<file path="src/rtl/intv_timer_pkg.sv">
`timescale 1ns/1ps
package intv_timer_pkg;
   // control word bit positions (software-visible encoding)
   localparam int CB_ONCE   = 0;
   localparam int CB_WIDE   = 1;
   localparam int CB_DIV_LO = 2;
   localparam int CB_IE     = 5;
   localparam int CB_REPEAT = 6;
   localparam int CB_RUN    = 7;
   localparam int CTRL_W    = 8;
   localparam logic [CTRL_W-1:0] CTRL_RST = 8'h20;

   // word index inside the register window
   typedef enum logic [2:0] {
      RG_LOAD   = 3'd0,
      RG_VALUE  = 3'd1,
      RG_CTRL   = 3'd2,
      RG_ICLR   = 3'd3,
      RG_RAW    = 3'd4,
      RG_MASKED = 3'd5,
      RG_BGLOAD = 3'd6,
      RG_NONE   = 3'd7
   } reg_sel_e;

   typedef enum logic [1:0] {
      MD_FREE     = 2'd0,
      MD_PERIODIC = 2'd1,
      MD_ONESHOT  = 2'd2
   } mode_e;

   typedef struct packed {
      logic wr_load;
      logic wr_bg;
      logic wr_ctrl;
      logic wr_clr;
      logic wr_val;
   } wr_strobe_t;
endpackage

</file>
<file path="src/rtl/intv_timer_prescale.sv">
`timescale 1ns/1ps
module intv_timer_prescale #(
   parameter int MID_LOG = 4,
   parameter int HI_LOG  = 8
)(
   input  logic       clk,
   input  logic       rst_n,
   input  logic       run,
   input  logic       tick_in,
   input  logic [1:0] div_sel,
   input  logic       restart,
   output logic       cnt_tick
);
   localparam int PRE_W = HI_LOG;

   initial begin
      assert (MID_LOG > 0 && MID_LOG < HI_LOG)
         else $error("prescale ratios must satisfy 0 < MID_LOG < HI_LOG");
   end

   logic [PRE_W-1:0] pre_q;
   logic [PRE_W-1:0] term;

   always_comb begin
      case (div_sel)
         2'b01:   term = PRE_W'((1 << MID_LOG) - 1);
         2'b10:   term = {PRE_W{1'b1}};
         default: term = '0;
      endcase
   end

   assign cnt_tick = run & tick_in & (pre_q == term);

   always_ff @(posedge clk or negedge rst_n) begin
      if (!rst_n) begin
         pre_q <= '0;
      end else if (restart) begin
         pre_q <= '0;
      end else if (run && tick_in) begin
         pre_q <= (pre_q == term) ? '0 : pre_q + 1'b1;
      end
   end

   assert_pre_clear_R7: assert property (@(posedge clk) disable iff (!rst_n)
      restart |=> (pre_q == '0));

   assert_pre_hold_R6: assert property (@(posedge clk) disable iff (!rst_n)
      (!restart && !(run && tick_in)) |=> $stable(pre_q));
endmodule

</file>
<file path="src/rtl/intv_timer_count.sv">
`timescale 1ns/1ps
module intv_timer_count
   import intv_timer_pkg::*;
#(
   parameter int DATA_W    = 32,
   parameter int NARROW_EN = 1
)(
   input  logic              clk,
   input  logic              rst_n,
   input  logic              cnt_tick,
   input  logic              wr_load,
   input  logic [DATA_W-1:0] wdata,
   input  logic [DATA_W-1:0] reload_val,
   input  mode_e             mode,
   input  logic              wide,
   output logic [DATA_W-1:0] cnt_q,
   output logic [DATA_W-1:0] cnt_view,
   output logic              expire
);
   localparam int HALF_W = DATA_W / 2;

   initial begin
      assert (DATA_W >= 4 && (DATA_W % 2) == 0)
         else $error("DATA_W must be even and at least 4");
   end

   logic narrow;
   generate
      if (NARROW_EN != 0) begin : g_narrow
         assign narrow = ~wide;
      end else begin : g_wide_only
         assign narrow = 1'b0;
      end
   endgenerate

   logic              lo_zero, hi_zero, at_zero, at_one;
   logic [DATA_W-1:0] full_dec, cnt_dec, free_val, cnt_d;

   assign lo_zero  = (cnt_q[HALF_W-1:0] == '0);
   assign hi_zero  = (cnt_q[DATA_W-1:HALF_W] == '0);
   assign at_zero  = lo_zero & (narrow | hi_zero);
   assign at_one   = (cnt_q[HALF_W-1:0] == HALF_W'(1)) & (narrow | hi_zero);
   assign full_dec = cnt_q - 1'b1;
   assign cnt_dec  = narrow ? {cnt_q[DATA_W-1:HALF_W], full_dec[HALF_W-1:0]} : full_dec;
   assign free_val = narrow ? {cnt_q[DATA_W-1:HALF_W], {HALF_W{1'b1}}} : {DATA_W{1'b1}};
   assign cnt_view = narrow ? {{HALF_W{1'b0}}, cnt_q[HALF_W-1:0]} : cnt_q;

   always_comb begin
      cnt_d  = cnt_q;
      expire = 1'b0;
      if (wr_load) begin
         cnt_d = wdata;
      end else if (cnt_tick) begin
         if (at_zero) begin
            case (mode)
               MD_ONESHOT:  cnt_d = cnt_q;
               MD_PERIODIC: cnt_d = reload_val;
               default:     cnt_d = free_val;
            endcase
         end else begin
            cnt_d  = cnt_dec;
            expire = at_one;
         end
      end
   end

   always_ff @(posedge clk or negedge rst_n) begin
      if (!rst_n) cnt_q <= '0;
      else        cnt_q <= cnt_d;
   end

   assert_load_now_R3: assert property (@(posedge clk) disable iff (!rst_n)
      wr_load |=> (cnt_q == $past(wdata)));

   assert_oneshot_hold_R11: assert property (@(posedge clk) disable iff (!rst_n)
      (cnt_tick && !wr_load && mode == MD_ONESHOT && at_zero) |=> $stable(cnt_q));

   assert_upper_keep_R12: assert property (@(posedge clk) disable iff (!rst_n)
      (narrow && !wr_load && !(cnt_tick && at_zero))
      |=> (cnt_q[DATA_W-1:HALF_W] == $past(cnt_q[DATA_W-1:HALF_W])));

   assert_expire_zero_R8: assert property (@(posedge clk) disable iff (!rst_n)
      expire |=> (cnt_q[HALF_W-1:0] == '0));

   assert_idle_R6: assert property (@(posedge clk) disable iff (!rst_n)
      (!cnt_tick && !wr_load) |=> $stable(cnt_q));
endmodule

</file>
<file path="src/rtl/intv_timer.sv">
`timescale 1ns/1ps
module intv_timer
   import intv_timer_pkg::*;
#(
   parameter int DATA_W      = 32,
   parameter int ADDR_W      = 5,
   parameter int NARROW_EN   = 1,
   parameter int DIV_MID_LOG = 4,
   parameter int DIV_HI_LOG  = 8
)(
   input  logic              clk,
   input  logic              rst_n,
   input  logic              tick_in,
   input  logic [ADDR_W-1:0] bus_addr,
   input  logic              bus_we,
   input  logic [DATA_W-1:0] bus_wdata,
   output logic [DATA_W-1:0] bus_rdata,
   output logic              irq_out
);
   localparam int SEL_LSB = 2;
   localparam int SEL_W   = 3;
   localparam int MAP_TOP = SEL_LSB + SEL_W;

   initial begin
      assert (ADDR_W >= MAP_TOP) else $error("ADDR_W too small for the register window");
      assert (DATA_W >= CTRL_W)  else $error("DATA_W narrower than the control word");
   end

   // ---------------- address decode ----------------
   logic in_range, acc_ok;
   generate
      if (ADDR_W > MAP_TOP) begin : g_upper
         assign in_range = ~|bus_addr[ADDR_W-1:MAP_TOP];
      end else begin : g_exact
         assign in_range = 1'b1;
      end
   endgenerate

   reg_sel_e   sel;
   wr_strobe_t wr;
   assign acc_ok = in_range & (bus_addr[SEL_LSB-1:0] == '0);
   assign sel    = reg_sel_e'(bus_addr[MAP_TOP-1:SEL_LSB]);

   always_comb begin
      wr = '0;
      if (bus_we && acc_ok) begin
         case (sel)
            RG_LOAD:   wr.wr_load = 1'b1;
            RG_BGLOAD: wr.wr_bg   = 1'b1;
            RG_CTRL:   wr.wr_ctrl = 1'b1;
            RG_ICLR:   wr.wr_clr  = 1'b1;
            RG_VALUE:  wr.wr_val  = 1'b1;
            default:   ;
         endcase
      end
   end

   // ---------------- state ----------------
   logic [CTRL_W-1:0] ctrl_q;
   logic [DATA_W-1:0] load_q;
   logic              raw_q;
   logic              cnt_tick, expire;
   logic [DATA_W-1:0] cnt_q, cnt_view;
   mode_e             mode;

   always_comb begin
      if (ctrl_q[CB_ONCE])        mode = MD_ONESHOT;
      else if (ctrl_q[CB_REPEAT]) mode = MD_PERIODIC;
      else                        mode = MD_FREE;
   end

   always_ff @(posedge clk or negedge rst_n) begin
      if (!rst_n) begin
         ctrl_q <= CTRL_RST;
         load_q <= '0;
         raw_q  <= 1'b0;
      end else begin
         if (wr.wr_ctrl)             ctrl_q <= bus_wdata[CTRL_W-1:0];
         if (wr.wr_load || wr.wr_bg) load_q <= bus_wdata;
         if (expire)                 raw_q  <= 1'b1;
         else if (wr.wr_clr)         raw_q  <= 1'b0;
      end
   end

   intv_timer_prescale #(
      .MID_LOG (DIV_MID_LOG),
      .HI_LOG  (DIV_HI_LOG)
   ) u_pre (
      .clk      (clk),
      .rst_n    (rst_n),
      .run      (ctrl_q[CB_RUN]),
      .tick_in  (tick_in),
      .div_sel  (ctrl_q[CB_DIV_LO+1:CB_DIV_LO]),
      .restart  (wr.wr_ctrl),
      .cnt_tick (cnt_tick)
   );

   intv_timer_count #(
      .DATA_W    (DATA_W),
      .NARROW_EN (NARROW_EN)
   ) u_cnt (
      .clk        (clk),
      .rst_n      (rst_n),
      .cnt_tick   (cnt_tick),
      .wr_load    (wr.wr_load),
      .wdata      (bus_wdata),
      .reload_val (load_q),
      .mode       (mode),
      .wide       (ctrl_q[CB_WIDE]),
      .cnt_q      (cnt_q),
      .cnt_view   (cnt_view),
      .expire     (expire)
   );

   // ---------------- outputs ----------------
   assign irq_out = raw_q & ctrl_q[CB_IE];

   always_comb begin
      bus_rdata = '0;
      if (acc_ok) begin
         case (sel)
            RG_LOAD, RG_BGLOAD: bus_rdata = load_q;
            RG_VALUE:           bus_rdata = cnt_view;
            RG_CTRL:            bus_rdata = DATA_W'(ctrl_q);
            RG_RAW:             bus_rdata = DATA_W'(raw_q);
            RG_MASKED:          bus_rdata = DATA_W'(raw_q & ctrl_q[CB_IE]);
            default:            bus_rdata = '0;
         endcase
      end
   end

   // ---------------- assertions ----------------
   assert_raw_set_R8: assert property (@(posedge clk) disable iff (!rst_n)
      expire |=> raw_q);

   assert_clr_R13: assert property (@(posedge clk) disable iff (!rst_n)
      (wr.wr_clr && !expire) |=> !raw_q);

   assert_irq_follows_R14: assert property (@(posedge clk) disable iff (!rst_n)
      (expire && ctrl_q[CB_IE] && !wr.wr_ctrl) |=> irq_out);

   assert_bg_keep_R4: assert property (@(posedge clk) disable iff (!rst_n)
      (wr.wr_bg && !cnt_tick) |=> $stable(cnt_q));

   assert_value_ro_R5: assert property (@(posedge clk) disable iff (!rst_n)
      (wr.wr_val && !cnt_tick) |=> $stable(cnt_q));

   assert_ctrl_wr_R2: assert property (@(posedge clk) disable iff (!rst_n)
      wr.wr_ctrl |=> (ctrl_q == $past(bus_wdata[CTRL_W-1:0])));
endmodule

</file>
<file path="config.mk">
export PLATFORM = sky130hd
export DESIGN_NAME = intv_timer
export DESIGN_NICKNAME = d
export VERILOG_FILES = /design/src/rtl/intv_timer_pkg.sv /design/src/rtl/intv_timer_prescale.sv /design/src/rtl/intv_timer_count.sv /design/src/rtl/intv_timer.sv
export SDC_FILE = /design/constraint.sdc
export NUM_CORES = 1
export LEC_CHECK = 0
export BUFFER_PORTS_ARGS = -buffer_cell sky130_fd_sc_hd__buf_2
export CORE_ASPECT_RATIO = 0.5
export CORE_MARGIN = 3
export CORE_UTILIZATION = 59
export DETAILED_ROUTE_END_ITERATION = 8
export GPL_TIMING_DRIVEN = 0
export MAX_ROUTING_LAYER = met4
export PLACE_DENSITY = 0.79
export SYNTH_ARGS = -nofsm -noshare
export SYNTH_HDL_FRONTEND = slang
export SYNTH_HIERARCHICAL = 1
export SYNTH_SLANG_ARGS = --single-unit
</file>
<file path="constraint.sdc">
create_clock -name clk -period 3.9 [get_ports clk]
set_input_delay 0.39 -clock clk [delete_from_list [all_inputs] [get_ports clk]]
set_output_delay 0.39 -clock clk [all_outputs]
set_load 0.03 [all_outputs]
</file>
==> metrics.yaml <==
outcome:
  status: "finished, final reports clean"
power_and_ir_drop:
  combPwrFrac_pct: 32.0
  internal-power_mw: 2.21
  swShare_pct: 35.4
  power_frac_clock_pct: 27.3
  total_power_mw: 3.43
  p_leak_nw: 2.78
  power_density_mw_per_mm2: 520
  ir_drop_uv: 399
  pwr-share-seq_pct: 40.6
  p_switching_mw: 1.21
timing:
  hold_viol: 0
  finalCritPeriodShare_pct: 90.9
  fin_worst_skew_ns: 0.0133
  post-route-min-period_ns: 3.54
  setup_viol: 0
  rsz0062_at_grt: "false"
  fmax_mhz: 282
  setup_slack_ns: 0.356
  hold_slack_ns: 0.288
  tightest_slew_ns: 0.998
  fin_tns_setup_ns: 0
  relSlewSlack_pct: 32.8
  slew_violations: 0
placement:
  port_buffers: 72
  dp.final_hpwl_um: 13100
  pre_cts_slack_ns: 0.554
  gp_congestion: 0.978
routing:
  drt-total-wl_um: 18000
  ant_nets: 0
  initialDrtViolationCount: 751
  drt-pass1-iter-count: 6
  vias: 5497
  drc_errors: 0
  wire_per_inst_um: 21.5
  via_per_inst: 6.57
finish:
  area_delta_synth_final_pct: 15.5
  multi_input_area_sq_mm: 0.00325
  seqCellArea_sq_mm: 0.00203
  layout-drive-gt1-share_pct: 25.7
  fillCellCount: 716
  final_nets: 749
  antenna_cells: 0
clocking:
  clock_latency_ns: 0.35
  cts_num_sinks: 81
  path_clk_slew_ns: 0.06
  cts-root-buf: "clkbuf_16"
  cts_tree: "yes"
  cts_buffers: 9
  cts_resized: 0
  cts_buffer_depth: 2
  htree_levels: 3
yosys:
  netlist_top_cells_area: "dfrtp_1, mux2_4, a22oi_1, nor2_1, mux2_2"
  synth_area_leader_cell: "dfrtp_1"
  syn_inst: 617
  ys_warn_count: 6
  yosys_most_used_dff: "dfrtp_1"
  syn_avg_cell_area_sq_um: 9.24
  yosysSeqAreaShare_pct: 35.6
  syn_nets: 664
  syn-cell-area_sq_mm: 0.00570
  ys_seq_elements: 81
  async_flop_share_pct: 100
  yosysUniqueCellTypes: 71
  synth_top_area_share_pct: 35.1
  synth_edf_count: 0
global_route:
  overflow: 0
  antenna_found_initial: 0
  use_met2_pct: 53.2
  grt_util_met1_pct: 47.3
  grt_max_degree: 59
  busiest_layer: "met2"
  grt_util_met3_pct: 7.49
  grt_pass1_vias: 5152
  track_usage_pct: 34.7
  grt_pass1_wl_um: 28600
setup_path:
  arrival_ns: 3.81
  end_kind: "register"
  r2r_slack_ns: 0.36
  worstPathMaxFanout: 10
  path_class: "reg -> reg"
  crit_required_ns: 4.16
  rr_endpoint: "u_cnt/cnt_q[23]"
  startpoint: "u_cnt/cnt_q[4]"
  startpoint_type: "register"
  r2r-start: "u_cnt/cnt_q[4]"
  r2r_cells: 9
floorplan:
  core.rowCount: 24
  core_sq_mm: 0.00904
  die-area_sq_mm: 0.0109
  fp.dieH_um: 75.5
  die_w_um: 145
  io-pin-count: 74
  start_util_pct: 63.1
flow_run:
  max_cap_violations: 0
min_path:
  hold_start: "bus_wdata[20]"
  worstHoldEndpoint: "load_q[20]"
  hp-class: "in -> reg"
  min_path_cells: 2
## per-layer routing
| metal | wire (um) | vias up | share of wire (%) |
|---|---|---|---|
| met5 | 0 | - | 0 |
| met4 | 302 | 0 | 1.7 |
| met3 | 1900 | 30 | 11 |
| met2 | 7880 | 331 | 44 |
| met1 | 7940 | 2663 | 44 |
| li1 | - | 2473 | - |
## area by class of cell
cell class | count | share of cell area, %
Multi-Input combinational cell | 460 | 49.4
Sequential cell | 81 | 30.8
Timing Repair Buffer | 74 | 6.08
Buffer | 60 | 5.47
Clock buffer | 12 | 3.74
Tap cell | 130 | 2.47
Clock inverter | 4 | 1.16
Inverter | 16 | 0.912
## layout by cell type, fill, tap and decap left out, types with 5 or more instances in the layout
cell	instances
o311ai_0	5
dfrtp_1	80
o31ai_1	9
buf_4	17
nand3b_1	10
a2bb2oi_1	6
o211ai_1	6
nand3_1	11
nor3_1	18
nor2_1	62
o41ai_1	7
nor4_1	7
nand2b_1	6
or3_1	8
and2_1	17
nand2_1	42
xnor2_1	9
a21oi_1	26
buf_2	77
mux2_2	19
inv_1	15
o22ai_1	5
buf_6	9
or4_1	8
clkbuf_1	27
mux2_4	30
a22oi_1	32
o21ai_0	22
a31oi_1	13
clkbuf_16	9
xor2_1	5
ha_1	6
## power by group through the flow
| stage | Combinational [mW] | Clock (mW) | Sequential (mW) |
|---|---|---|---|
| 5_1_grt | 1.19 | 0.984 | 1.43 |
| 6_report | 1.10 | 0.935 | 1.39 |
| 4_1_cts | 1.08 | 0.942 | 1.38 |
| 2_1_floorplan | 0.843 | 0 | 1.29 |
| 3_3_place_gp | 1.03 | 0 | 1.38 |
| 3_5_place_dp | 1.07 | 0 | 1.39 |
## stage by stage
stage          std cells  instance area, sq um  utilization, %
2_1_floorplan        617                  5700               -
4_1_cts              837                  6590            72.9
3_3_place_gp         819                  6220            68.8
6_report             837                  6590            72.9
3_5_place_dp         820                  6250            69.2
5_1_grt              837                  6590            72.9
## worst max-delay path, stage by stage (launching register included)
cell       delay (ns)
dfrtp_1          0.46
nor3_1           0.78
and3_1           0.28
clkbuf_1         0.33
nand2_1          0.22
clkbuf_1         0.31
clkbuf_1         0.36
o2111ai_1        0.35
o211ai_1         0.15
a32oi_2          0.23
## registers in the layout (all words and copies together) (netlist names)
signal / flops
raw_q: 1
load_q: 32
ctrl_q: 8
u_cnt/cnt_q: 32
u_pre/pre_q: 8
## worst max path at each step
stage | slack, ns | endpoint
floorplan | 1.15 | u_cnt/cnt_q[21]
global placement | 0.54 | u_cnt/cnt_q[19]
detailed placement | 0.55 | u_cnt/cnt_q[19]
CTS | 0.51 | u_cnt/cnt_q[21]
global route | 0.22 | u_cnt/cnt_q[23]
finish | 0.36 | u_cnt/cnt_q[23]
## kinds of logic (layout without fill, tap and decap cells)
kind of cell,count (synthesis),count (layout),synth area share [%]
buffers and inverters,76,166,7.38
DFF,81,81,35.6
adders and majority gates,6,6,1.32
and+or+nand+nor,211,211,18.9
xor gates and xnor gates,14,14,2.15
muxes,50,50,11.8
AOI/OAI and AO/OA,179,179,22.9
## cells in the mapped netlist (16+ instances only)
cell type,number
a21oi_1,26
a22oi_1,32
and2_1,17
buf_4,16
clkbuf_1,25
dfrtp_1,80
mux2_2,19
mux2_4,30
nand2_1,42
nor2_1,62
nor3_1,18
o21ai_0,22
## timing repair
item	CTS	global route
endpoints found under the hold margin	22	0
hold buffers	1	0
setup buffers	0	0
No activity file was read; power rests on OpenSTA's default activity.
